## src/rtl/regport_pkg.sv

```systemverilog
package regport_pkg;
  localparam int DATA_W   = 16;
  localparam int ADDR_W   = 4;
  localparam int HDR_W    = 12;
  localparam int FRAME_W  = HDR_W + ADDR_W + DATA_W;
  localparam int FIELD_W  = ADDR_W + DATA_W;
  localparam int CNT_W    = $clog2(FRAME_W);
  localparam logic [HDR_W-1:0] HDR_PAT = 12'h001;

  localparam int NUM_REGS  = 3;
  localparam int BASE_ADDR = 1;

  localparam logic [DATA_W-1:0] CFG_DEFAULT = 16'h00C0;
  localparam logic [DATA_W-1:0] OFS_DEFAULT = 16'h0000;
  localparam logic [DATA_W-1:0] FS_DEFAULT  = 16'h8000;

  typedef struct packed {
    logic              vld;
    logic [ADDR_W-1:0] addr;
    logic [DATA_W-1:0] data;
  } frame_t;
endpackage

```

## src/rtl/regport_sync.sv

```systemverilog
module regport_sync #(
  parameter int          W       = 3,
  parameter int          STAGES  = 2,
  parameter logic [W-1:0] RST_VAL = '0
) (
  input  logic         clk,
  input  logic         rst,
  input  logic [W-1:0] d,
  output logic [W-1:0] q
);
  logic [W-1:0] stg [STAGES];

  always_ff @(posedge clk) begin
    if (rst) stg[0] <= RST_VAL;
    else     stg[0] <= d;
  end

  generate
    for (genvar i = 1; i < STAGES; i++) begin : g_stage
      always_ff @(posedge clk) begin
        if (rst) stg[i] <= RST_VAL;
        else     stg[i] <= stg[i-1];
      end
    end
  endgenerate

  assign q = stg[STAGES-1];
endmodule

```

## src/rtl/regport_deframe.sv

```systemverilog
module regport_deframe
  import regport_pkg::*;
(
  input  logic   clk,
  input  logic   rst,
  input  logic   en,
  input  logic   sel,
  input  logic   sck,
  input  logic   sd,
  output frame_t frm
);
  logic               sck_prev;
  logic               rise;
  logic [CNT_W-1:0]   cnt;
  logic               drop;
  logic [FIELD_W-2:0] sh;
  logic [FIELD_W-1:0] word;

  assign rise = sck & ~sck_prev;
  assign word = {sh, sd};

  always_ff @(posedge clk) begin
    if (rst) sck_prev <= 1'b0;
    else     sck_prev <= sck;
  end

  always_ff @(posedge clk) begin
    if (rst || !en || !sel) begin
      cnt      <= '0;
      drop     <= 1'b0;
      sh       <= '0;
      frm.vld  <= 1'b0;
      if (rst) begin
        frm.addr <= '0;
        frm.data <= '0;
      end
    end else begin
      frm.vld <= 1'b0;
      if (rise && !drop) begin
        sh <= word[FIELD_W-2:0];
        if (cnt == CNT_W'(HDR_W-1) && word[HDR_W-1:0] != HDR_PAT) begin
          drop <= 1'b1;
          cnt  <= '0;
        end else if (cnt == CNT_W'(FRAME_W-1)) begin
          frm.vld  <= 1'b1;
          frm.addr <= word[FIELD_W-1:DATA_W];
          frm.data <= word[DATA_W-1:0];
          cnt      <= '0;
        end else begin
          cnt <= cnt + 1'b1;
        end
      end
    end
  end
endmodule

```

## src/rtl/regport_bank.sv

```systemverilog
module regport_bank
  import regport_pkg::*;
#(
  parameter logic [NUM_REGS*DATA_W-1:0] DEFAULTS = {FS_DEFAULT, OFS_DEFAULT, CFG_DEFAULT}
) (
  input  logic                             clk,
  input  logic                             rst,
  input  frame_t                           frm,
  output logic [NUM_REGS-1:0][DATA_W-1:0]  regs_q,
  output logic                             stb,
  output logic [ADDR_W-1:0]                stb_addr
);
  logic [NUM_REGS-1:0] hit;

  generate
    for (genvar i = 0; i < NUM_REGS; i++) begin : g_reg
      assign hit[i] = frm.vld && (frm.addr == ADDR_W'(BASE_ADDR + i));
      always_ff @(posedge clk) begin
        if (rst)         regs_q[i] <= DEFAULTS[i*DATA_W +: DATA_W];
        else if (hit[i]) regs_q[i] <= frm.data;
      end
    end
  endgenerate

  always_ff @(posedge clk) begin
    if (rst) begin
      stb      <= 1'b0;
      stb_addr <= '0;
    end else begin
      stb <= |hit;
      if (|hit) stb_addr <= frm.addr;
    end
  end
endmodule

```

## src/rtl/serial_regport.sv

```systemverilog
module serial_regport
  import regport_pkg::*;
#(
  parameter int                SYNC_STAGES = 2,
  parameter logic [DATA_W-1:0] CFG_DEF     = CFG_DEFAULT,
  parameter logic [DATA_W-1:0] OFS_DEF     = OFS_DEFAULT,
  parameter logic [DATA_W-1:0] FS_DEF      = FS_DEFAULT
) (
  input  logic              clk,
  input  logic              rst,
  input  logic              ext_mode,
  input  logic              sclk,
  input  logic              sdata,
  input  logic              scs_n,
  output logic [DATA_W-1:0] cfg_reg,
  output logic [DATA_W-1:0] ofs_reg,
  output logic [DATA_W-1:0] fs_reg,
  output logic              wr_stb,
  output logic [ADDR_W-1:0] wr_addr
);
  logic [2:0]                      pins_s;
  frame_t                          frm;
  logic [NUM_REGS-1:0][DATA_W-1:0] regs_q;

  regport_sync #(.W(3), .STAGES(SYNC_STAGES), .RST_VAL(3'b100)) u_sync (
    .clk (clk),
    .rst (rst),
    .d   ({scs_n, sclk, sdata}),
    .q   (pins_s)
  );

  regport_deframe u_deframe (
    .clk (clk),
    .rst (rst),
    .en  (ext_mode),
    .sel (~pins_s[2]),
    .sck (pins_s[1]),
    .sd  (pins_s[0]),
    .frm (frm)
  );

  regport_bank #(.DEFAULTS({FS_DEF, OFS_DEF, CFG_DEF})) u_bank (
    .clk      (clk),
    .rst      (rst),
    .frm      (frm),
    .regs_q   (regs_q),
    .stb      (wr_stb),
    .stb_addr (wr_addr)
  );

  assign cfg_reg = regs_q[0];
  assign ofs_reg = regs_q[1];
  assign fs_reg  = regs_q[2];
endmodule

```

## config.mk

```make
export PLATFORM = sky130hd
export DESIGN_NAME = serial_regport
export DESIGN_NICKNAME = d
export VERILOG_FILES = /design/src/rtl/regport_pkg.sv /design/src/rtl/regport_sync.sv /design/src/rtl/regport_deframe.sv /design/src/rtl/regport_bank.sv /design/src/rtl/serial_regport.sv
export SDC_FILE = /design/constraint.sdc
export NUM_CORES = 1
export LEC_CHECK = 0
export BUFFER_PORTS_ARGS = -buffer_cell sky130_fd_sc_hd__buf_2
export CORE_ASPECT_RATIO = 1.25
export CORE_UTILIZATION = 55
export DETAILED_ROUTE_END_ITERATION = 16
export GPL_ROUTABILITY_DRIVEN = 0
export PLACE_DENSITY = 0.79
export SLEW_MARGIN = 30
export SYNTH_ARGS = -nofsm -noshare
export SYNTH_HDL_FRONTEND = slang
export SYNTH_HIERARCHICAL = 1
export SYNTH_SLANG_ARGS = --single-unit
```

## constraint.sdc

```tcl
create_clock -name clk -period 6.7 [get_ports clk]
set_clock_uncertainty 0.1 [all_clocks]
set_input_delay 0.335 -clock clk [delete_from_list [all_inputs] [get_ports clk]]
set_output_delay 0.335 -clock clk [all_outputs]
set_load 0.03 [all_outputs]
```

==> metrics.md, run 1 <==
| Metric | Value |
|---|---|
| Status | complete, no violations |
| Cell Area, Placed | between 0.004 and 0.005 mm² |
| Min-Delay Path Depth | 2 |
| HPWL Detailed | 5.09 mm |
| Final net count | 439 |
| Max-slew violations | 0 |
| PD cells | 232 mW/mm² |
| CP startpoint kind | flip-flop |
| TritonCTS clock tree | done |
| Number of synthesized flops with an enable pin | 20 |
| Worst slew pin tran | 0.954 ns |
| Post-synth top area cell | dfxtp_1 |
| Total wire length | 7.46 mm |
| Post-CTS setup buffer count | 0 |
| Die X | 79.1 µm |
| Per-cell routed wire length | about 14 µm |
| Die area | roughly 0.0078 mm² |
| Drc violations | 0 |
| Clock share of power | 0.355 |
| # fillers | between 500 and 600 |
| Vias in the first global route | 2549 |
| Post-route antenna net violation count | 0 |
| Initial Util | 0.579 |
| Ant. Diodes | 0 |
| Top-count cell post-synth | dfxtp_1 |
| Fraction of layout cells with a size suffix above 1 | 0.183 |
| CP required | 6.59 ns |
| Synthesized area per cell | 10.7 µm² |
| Initial antenna violation count | 0 |
| Register area share after synthesis | 0.568 |
| Post-Syn Area | 0.00409 mm² |
| Predominant post-synthesis flop cell | dfxtp_1 |
| First-pass GRT wire length | 11.9 mm |
| Fin. Hold Viols | 0 |
| H-tree depth | 3 |
| Top post-synthesis cells by count | 86 x dfxtp_1, 61 x nand2b_1, 48 x mux2i_1 |
| Synth Instances | 384 |
| Worst-case reg-to-reg path depth | 4 |
| CTS sink cnt | 106 |
| Hold_sp | scs_n |
| Grt ovf | 0 |
| Vias/cell | 5.34 |
| Yosys top cell area share | 0.421 |
| P_sw | 0.000232 W |
| RSZ-0062 raised after global routing | no |
| Fmax | roughly 0.38 GHz |
| R2R setup slack | 4.03 ns |
| Fin util | 0.653 |
| Synthesis-to-layout area growth | 12.8% |
| Top cells by area, synth | dfxtp_1 42%, edfxtp_1 15%, mux2i_1 12%, nand2b_1 9.3%, nand2_1 4.1% |
| IO Count | just under 60 |
| Unique masters post-synth | 37 |
| Die H | between 90 and 100 µm |
| Synthesized net count | 392 |
| Setup CP Type | flip-flop to flip-flop |
| Bufs on Longest Clock Path | 2 |
| Tcrit/Tclk final | 0.398 |
| Final setup violation count | 0 |
| Finished Cell Area | 0.00461 mm² |
| Setup TNS | 0 ns |
| Placement Rows | 34 |
| Int Power | 0.000838 W |
| Post-CTS resize count | 0 |
| Max Fanout on Critical Path | 20 |
| Pin count of the biggest net entering global routing | between 80 and 90 |
| Hold Crit Endpoint | u_sync/stg[0][2] |
| Hold-fix buffers at CTS | 0 |
| Detailed-route via count | 2807 |
| CTS buffer count | 9 |
| Relative slew slack | 0.362 |
| Worst Path Arrival | 2.55 ns |
| DR iter-0 viols | 117 |
| Critical register-to-register path startpoint | u_deframe/sh[6] |
| Clock root buffer | clkbuf_8 |
| Reg power frac | 0.617 |
| IO buf count | 58 |
| Clk slew on worst S/H paths | 0.09 ns |
| Combinational fraction of design power | 0.028 |
| P_leak | 2.01 nW |
| Worst Hold Class | primary input to flip-flop |
| Drt first pass iters | 5 |
| Crit. End Element | flip-flop |
| Synth warn | 6 |
| Maximum vdd drop | between 100 and 150 µV |
| Max Cap Viol | 0 |
| Post-synth ARST share | 0 |
| Worst r2r dst | u_deframe/frm[0] |
| Final Critical Period | 2.67 ns |
| Core area | between 0.007 and 0.008 mm² |
| GRT Total Usage | 0.196 |
| Switching part of the total power | 0.216 |
| Worst skew pair latency | about 0.36 ns |
| Post-synthesis register bit count | 106 |
==> worst max-delay path by stage <==
stage	cells after the start	from	to
6_report	4	u_deframe/sh[6]	u_deframe/frm[0]
5_1_grt	4	u_deframe/cnt[0]	u_deframe/frm[8]
4_1_cts	4	u_deframe/sh[6]	u_deframe/frm[10]
3_5_place_dp	4	u_deframe/sh[6]	u_deframe/frm[0]
3_3_place_gp	4	u_deframe/sh[6]	u_deframe/frm[17]
2_1_floorplan	4	u_deframe/sh[0]	u_deframe/frm[0]
==> power groups by stage <==
stage / Combinational [W] / Sequential [W] / Clock, W
6_report: 0.0000299 / 0.000660 / 0.000380
4_1_cts: 0.0000301 / 0.000660 / 0.000391
5_1_grt: 0.0000326 / 0.000661 / 0.000418
3_3_place_gp: 0.0000291 / 0.000674 / 0
3_5_place_dp: 0.0000303 / 0.000675 / 0
2_1_floorplan: 0.0000228 / 0.000673 / 0
==> metrics by stage <==
stage               setup WS [ns]  total power [W]  hold slack (ns)  std cells
floorplan                    4.32         0.000696            0.283        384
global placement             4.10         0.000703            0.286        510
detailed placement           3.98         0.000705            0.290        510
CTS                          3.99          0.00108           0.0455        526
global route                 3.80          0.00111           0.0403        526
finish                       4.03          0.00107           0.0542        526
==> layout make-up <==
cell class | count | area (µm²) | area share
clock buffers | 12 | 166 | 0.0361
clock inverters | 4 | 30.0 | 0.00651
inverters | 2 | 7.51 | 0.00163
multi-input cells | 252 | 1670 | 0.362
flip-flops and latches | 106 | 2320 | 0.504
well taps | 90 | 113 | 0.0244
repair buffers | 60 | 305 | 0.0662
==> critical path, cell delays in order (launching register included) <==
cell and delay (ns):
dfxtp_1 0.35, or4_1 0.57, o31a_1 0.36, nor2_1 0.17, a41o_1 0.76
==> placed cells by master (no fill, tap or decap), drive strengths merged <==
| cell type | n |
|---|---|
| dfxtp | 86 |
| nand2b | 61 |
| buf | 60 |
| mux2i | 48 |
| nand2 | 45 |
| a21oi | 25 |
| and3 | 22 |
| edfxtp | 20 |
| clkbuf | 12 |
| nor2 | 10 |
| nor2b | 6 |
| inv | 4 |
| or2 | 3 |
| or4 | 3 |
| nand3 | 3 |
| nor3b | 3 |
| nand4bb | 2 |
| nand3b | 2 |
| or3 | 2 |
| or3b | 2 |
| nor4b | 2 |
| ha | 2 |
| clkinvlp | 1 |
| clkinv | 1 |
| nor3 | 1 |
| or4b | 1 |
| nor4bb | 1 |
| o31a | 1 |
| a41o | 1 |
| and3b | 1 |
| o31ai | 1 |
| a31oi | 1 |
| a211o | 1 |
| o21ai | 1 |
| a32o | 1 |
==> sequential cells by signal (all words and copies together), names as in the netlist <==
register / cells
u_deframe/sh: 19
u_deframe/frm: 21
u_deframe/sck_prev: 1
u_sync/stg: 6
u_bank/regs_q: 48
u_bank/stb: 1
u_deframe/drop: 1
u_bank/stb_addr: 4
u_deframe/cnt: 5
==> layer usage <==
metal | wire length (µm) | vias to the layer above | track usage | part of all wire
met2 | 3650 | 71 | 0.315 | 0.49
met1 | 3370 | 1328 | 0.255 | 0.45
li1 | - | 1402 | - | -
met5 | 0 | - | 0 | 0
met4 | 89 | 0 | 0.0797 | 0.012
met3 | 341 | 6 | 0.0435 | 0.046
==> kinds of logic after synthesis <==
| kind of cell | synth area share |
|---|---|
| mux | 0.117 |
| buf+inv | 0.0272 |
| simple gates | 0.237 |
| compound gates | 0.0447 |
| fa+ha+maj | 0.00612 |
| flops | 0.568 |
No activity file was read; power rests on OpenSTA's default activity.
==> run 2: changes to the inputs <==
--- a/config.mk
+++ b/config.mk
@@ -5,12 +5,13 @@
 export SDC_FILE = /design/constraint.sdc
 export NUM_CORES = 1
 export LEC_CHECK = 0
+export ABC_AREA = 1
 export BUFFER_PORTS_ARGS = -buffer_cell sky130_fd_sc_hd__buf_2
 export CORE_ASPECT_RATIO = 1.25
 export CORE_UTILIZATION = 55
 export DETAILED_ROUTE_END_ITERATION = 16
 export GPL_ROUTABILITY_DRIVEN = 0
-export PLACE_DENSITY = 0.79
+export PLACE_DENSITY = 0.78
 export SLEW_MARGIN = 30
 export SYNTH_ARGS = -nofsm -noshare
 export SYNTH_HDL_FRONTEND = slang
==> constraint.sdc (replaced) <==
create_clock -name clk -period 2.6 [get_ports clk]
set_clock_uncertainty 0.1 [all_clocks]
set_input_delay 0.13 -clock clk [delete_from_list [all_inputs] [get_ports clk]]
set_output_delay 0.13 -clock clk [all_outputs]
set_load 0.03 [all_outputs]
==> run 2 against run 1 <==
Utilization is 0.79 points lower. Via count is 33% higher. Cell area is 11% higher. Synthesized cell count is 58% higher. First-iteration DRC count is 100% higher. Synthesized area is 12% higher. Flip-flop and latch count stayed put. Die area is 12% higher. Sequential share of layout area is 5.0 points lower.
==> metrics.md, run 2 <==
| Metric | Value |
|---|---|
| Setup TNS | 0 ns (unchanged) |
| Per-cell routed wire length | 11.9 µm (was 14.2 µm) |
| Top-count cell post-synth | inv_1 (was dfxtp_1) |
| Total wire length | 9.05 mm (was 7.46 mm) |
| Top cells by area, synth | dfxtp_1 38%, edfxtp_1 13%, inv_1 11%, nand2_1 10%, nor2_1 7.0% (was dfxtp_1 42%, edfxtp_1 15%, mux2i_1 12%, nand2b_1 9.3%, nand2_1 4.1%) |
| PD cells | 564 mW/mm² (was 232 mW/mm²) |
| TritonCTS clock tree | done (unchanged) |
| R2R setup slack | 0.55 ns (was 4.03 ns) |
| Final Critical Period | 2.05 ns (was 2.67 ns) |
| Setup CP Type | flip-flop to flip-flop (unchanged) |
| Post-synthesis register bit count | 106 (unchanged) |
| Bufs on Longest Clock Path | 2 (unchanged) |
| CTS sink cnt | 106 (unchanged) |
| Unique masters post-synth | 23 (was 37) |
| Ant. Diodes | 0 (unchanged) |
| Largest family of logic cells by synthesized area | simple AND/OR/NAND/NOR gates (unchanged) |
| Drc violations | 0 (unchanged) |
| Post-synth top area cell | dfxtp_1 (unchanged) |
| Detailed-route via count | 3721 (was 2807) |
| Largest Register | u_bank/regs_q (unchanged) |
| Max-slew violations | 0 (unchanged) |
| Synth Area in Simple Gates | 0.269 (was 0.237) |
| Relative slew slack | 0.477 (was 0.362) |
| Worst Hold Class | primary input to flip-flop (unchanged) |
| P_leak | 2.36 nW (was 2.01 nW) |
| Initial Util | 0.578 (was 0.579) |
| IO Count | 59 (unchanged) |
| Register area share after synthesis | 0.507 (was 0.568) |
| Max Fanout on Critical Path | 20 (unchanged) |
| Synthesized area per cell | 7.54 µm² (was 10.7 µm²) |
| Post-Synth XOR/XNOR Area | 0 (unchanged) |
| Compound-Gate Fraction of Synth Area | 0.0546 (was 0.0447) |
| Fraction of layout cells with a size suffix above 1 | 0.148 (was 0.183) |
| Number of flip-flops in the largest register | 48 (unchanged) |
| Vias/cell | 4.90 (was 5.34) |
| Clock root buffer | clkbuf_8 (unchanged) |
| Initial antenna violation count | 0 (unchanged) |
| CTS buffer count | 9 (unchanged) |
| Overall Power | 0.00289 W (was 0.00107 W) |
| Finished Cell Area | 0.00511 mm² (was 0.00461 mm²) |
| Die H | 104 µm (was 98.4 µm) |
| Cell Area, Placed | 0.00483 mm² (was 0.00442 mm²) |
| Crit. End Element | flip-flop (unchanged) |
| H-tree depth | 3 (unchanged) |
| Synth warn | 6 (unchanged) |
| Pin count of the biggest net entering global routing | 51 (was 83) |
| Most frequent cells in the layout | 132 x inv_1, 123 x nand2_1, 86 x dfxtp_1, 85 x nor2_1, 58 x buf_2 (was 86 x dfxtp_1, 61 x nand2b_1, 58 x buf_2, 48 x mux2i_1, 45 x nand2_1) |
| Worst slew pin tran | 0.783 ns (was 0.954 ns) |
| Worst skew pair latency | 0.38 ns (was 0.36 ns) |
| Final setup violation count | 0 (unchanged) |
| WHS | 0.193 ns (was 0.0542 ns) |
| Yosys top cell area share | 0.376 (was 0.421) |
| Synthesis-to-layout area growth | 11.6% (was 12.8%) |
| Final net count | 667 (was 439) |
| CP startpoint kind | flip-flop (unchanged) |
| Die X | 83.6 µm (was 79.1 µm) |
| Core area | 0.00793 mm² (was 0.00706 mm²) |
| Regs by FF count | u_bank/regs_q x48, u_deframe/frm x21, u_deframe/sh x19 (unchanged) |
| Synthesized net count | 616 (was 392) |
| Most common cell after layout, fill and taps aside | inv_1 (was dfxtp_1) |
| Fin. Hold Viols | 0 (unchanged) |
| Post-synth ARST share | 0 (unchanged) |
| IO buf count | 58 (unchanged) |
| Number of synthesized flops with an enable pin | 20 (unchanged) |
| Maximum vdd drop | 594 µV (was 138 µV) |
| Tcrit/Tclk final | 0.790 (was 0.398) |
| RSZ-0062 raised after global routing | no (unchanged) |
| Top post-synthesis cells by count | 132 x inv_1, 123 x nand2_1, 86 x dfxtp_1 (was 86 x dfxtp_1, 61 x nand2b_1, 48 x mux2i_1) |
| Adder-cell share of the synthesized area | 0.00546 (was 0.00612) |
| Predominant post-synthesis flop cell | dfxtp_1 (unchanged) |
| Post-Syn Area | 0.00458 mm² (was 0.00409 mm²) |
| Clk slew on worst S/H paths | 0.10 ns (was 0.09 ns) |
| Placement Rows | 36 (was 34) |
| First-pass GRT wire length | 15.2 mm (was 11.9 mm) |
| Max Cap Viol | 0 (unchanged) |
| Die area | 0.00870 mm² (was 0.00779 mm²) |
| Grt ovf | 0 (unchanged) |
| Status | complete, no violations (unchanged) |
| GRT Total Usage | 0.218 (was 0.196) |
| HPWL Detailed | 6.12 mm (was 5.09 mm) |
| Post-CTS resize count | 0 (unchanged) |
| Drt first pass iters | 5 (unchanged) |
| Worst Path Arrival | 2.02 ns (was 2.55 ns) |
| CP required | 2.56 ns (was 6.59 ns) |
| Synth Instances | 608 (was 384) |
| Fmax | 0.487 GHz (was 0.375 GHz) |
| Vias in the first global route | 3396 (was 2549) |
| Post-route antenna net violation count | 0 (unchanged) |
| DR iter-0 viols | 236 (was 117) |
| Mux cell area share after synthesis | 0 (was 0.117) |
| Fin util | 0.645 (was 0.653) |
run 2: cell types whose count changed after synthesis, sizes merged, moves of 6 or more:
cell / change
and3: -22
buf: +22
clkbuf: -17
inv: +143
mux2i: -48
nand2: +79
nand2b: -61
nand3: +13
nand4: +46
nor2: +77
nor2b: -6
o21ai: +19
run 2: cells by family after synthesis:
family,Yosys count
and+or+nand+nor,274
buffers and inverters,176
DFF,106
AOI/OAI and AO/OA,50
adders and majority gates,2
run 2: stage by stage:
stage | instances | setup WS, ns
after CTS | 759 | 0.567
after floorplan | 608 | 0.434
after detailed placement | 736 | 0.592
final | 759 | 0.547
after global routing | 759 | 0.381
after global placement | 736 | 0.672
run 2: final timing paths:
| path | start | cells after the start | to |
|---|---|---|---|
| min reg2reg | u_sync/stg[0][1] | 2 | u_sync/stg[1][1] |
| max reg2reg | u_deframe/cnt[0] | 9 | u_deframe/frm[19] |
| min | ext_mode | 6 | u_deframe/sh[0] |
| max | u_deframe/cnt[0] | 9 | u_deframe/frm[19] |
run 2: routing by layer:
metal  track usage  vias up  share of wire
met4         0.114        0          0.028
met2         0.376      101           0.51
li1              -     1943              -
met3        0.0413       22          0.045
met5             0        -              0
met1         0.255     1655           0.42
run 2: final cells by class:
type	instances	area [µm²]
Clock buffer	11	131
Clock inverter	5	81.3
Fill cell	718	2810
Inverter	147	557
Multi-Input combinational cell	326	1510
Sequential cell	106	2320
Tap cell	95	119
Timing Repair Buffer	69	390
run 2: worst max-delay path, stage by stage, from the launching register on:
cell and delay [ns]:
dfxtp_1 0.39, ha_1 0.23, nand2_1 0.07, nor2_1 0.09
ha_1 0.20, inv_1 0.08, nor2_1 0.15, nor2_1 0.07
a21oi_2 0.10, buf_4 0.26
run 2: timing repair:
item                      4_1_cts  5_1_grt
hold buffers                    7        0
hold endpoints to repair       10        0
buffers inserted                0        0
run 2: power breakdown:
group          internal [W]  switching [W]  leakage, nW  total [W]
logic             0.0000294      0.0000732         1.35   0.000103
registers           0.00168     0.00000937        0.908    0.00169
clock network      0.000543       0.000546        0.104    0.00109
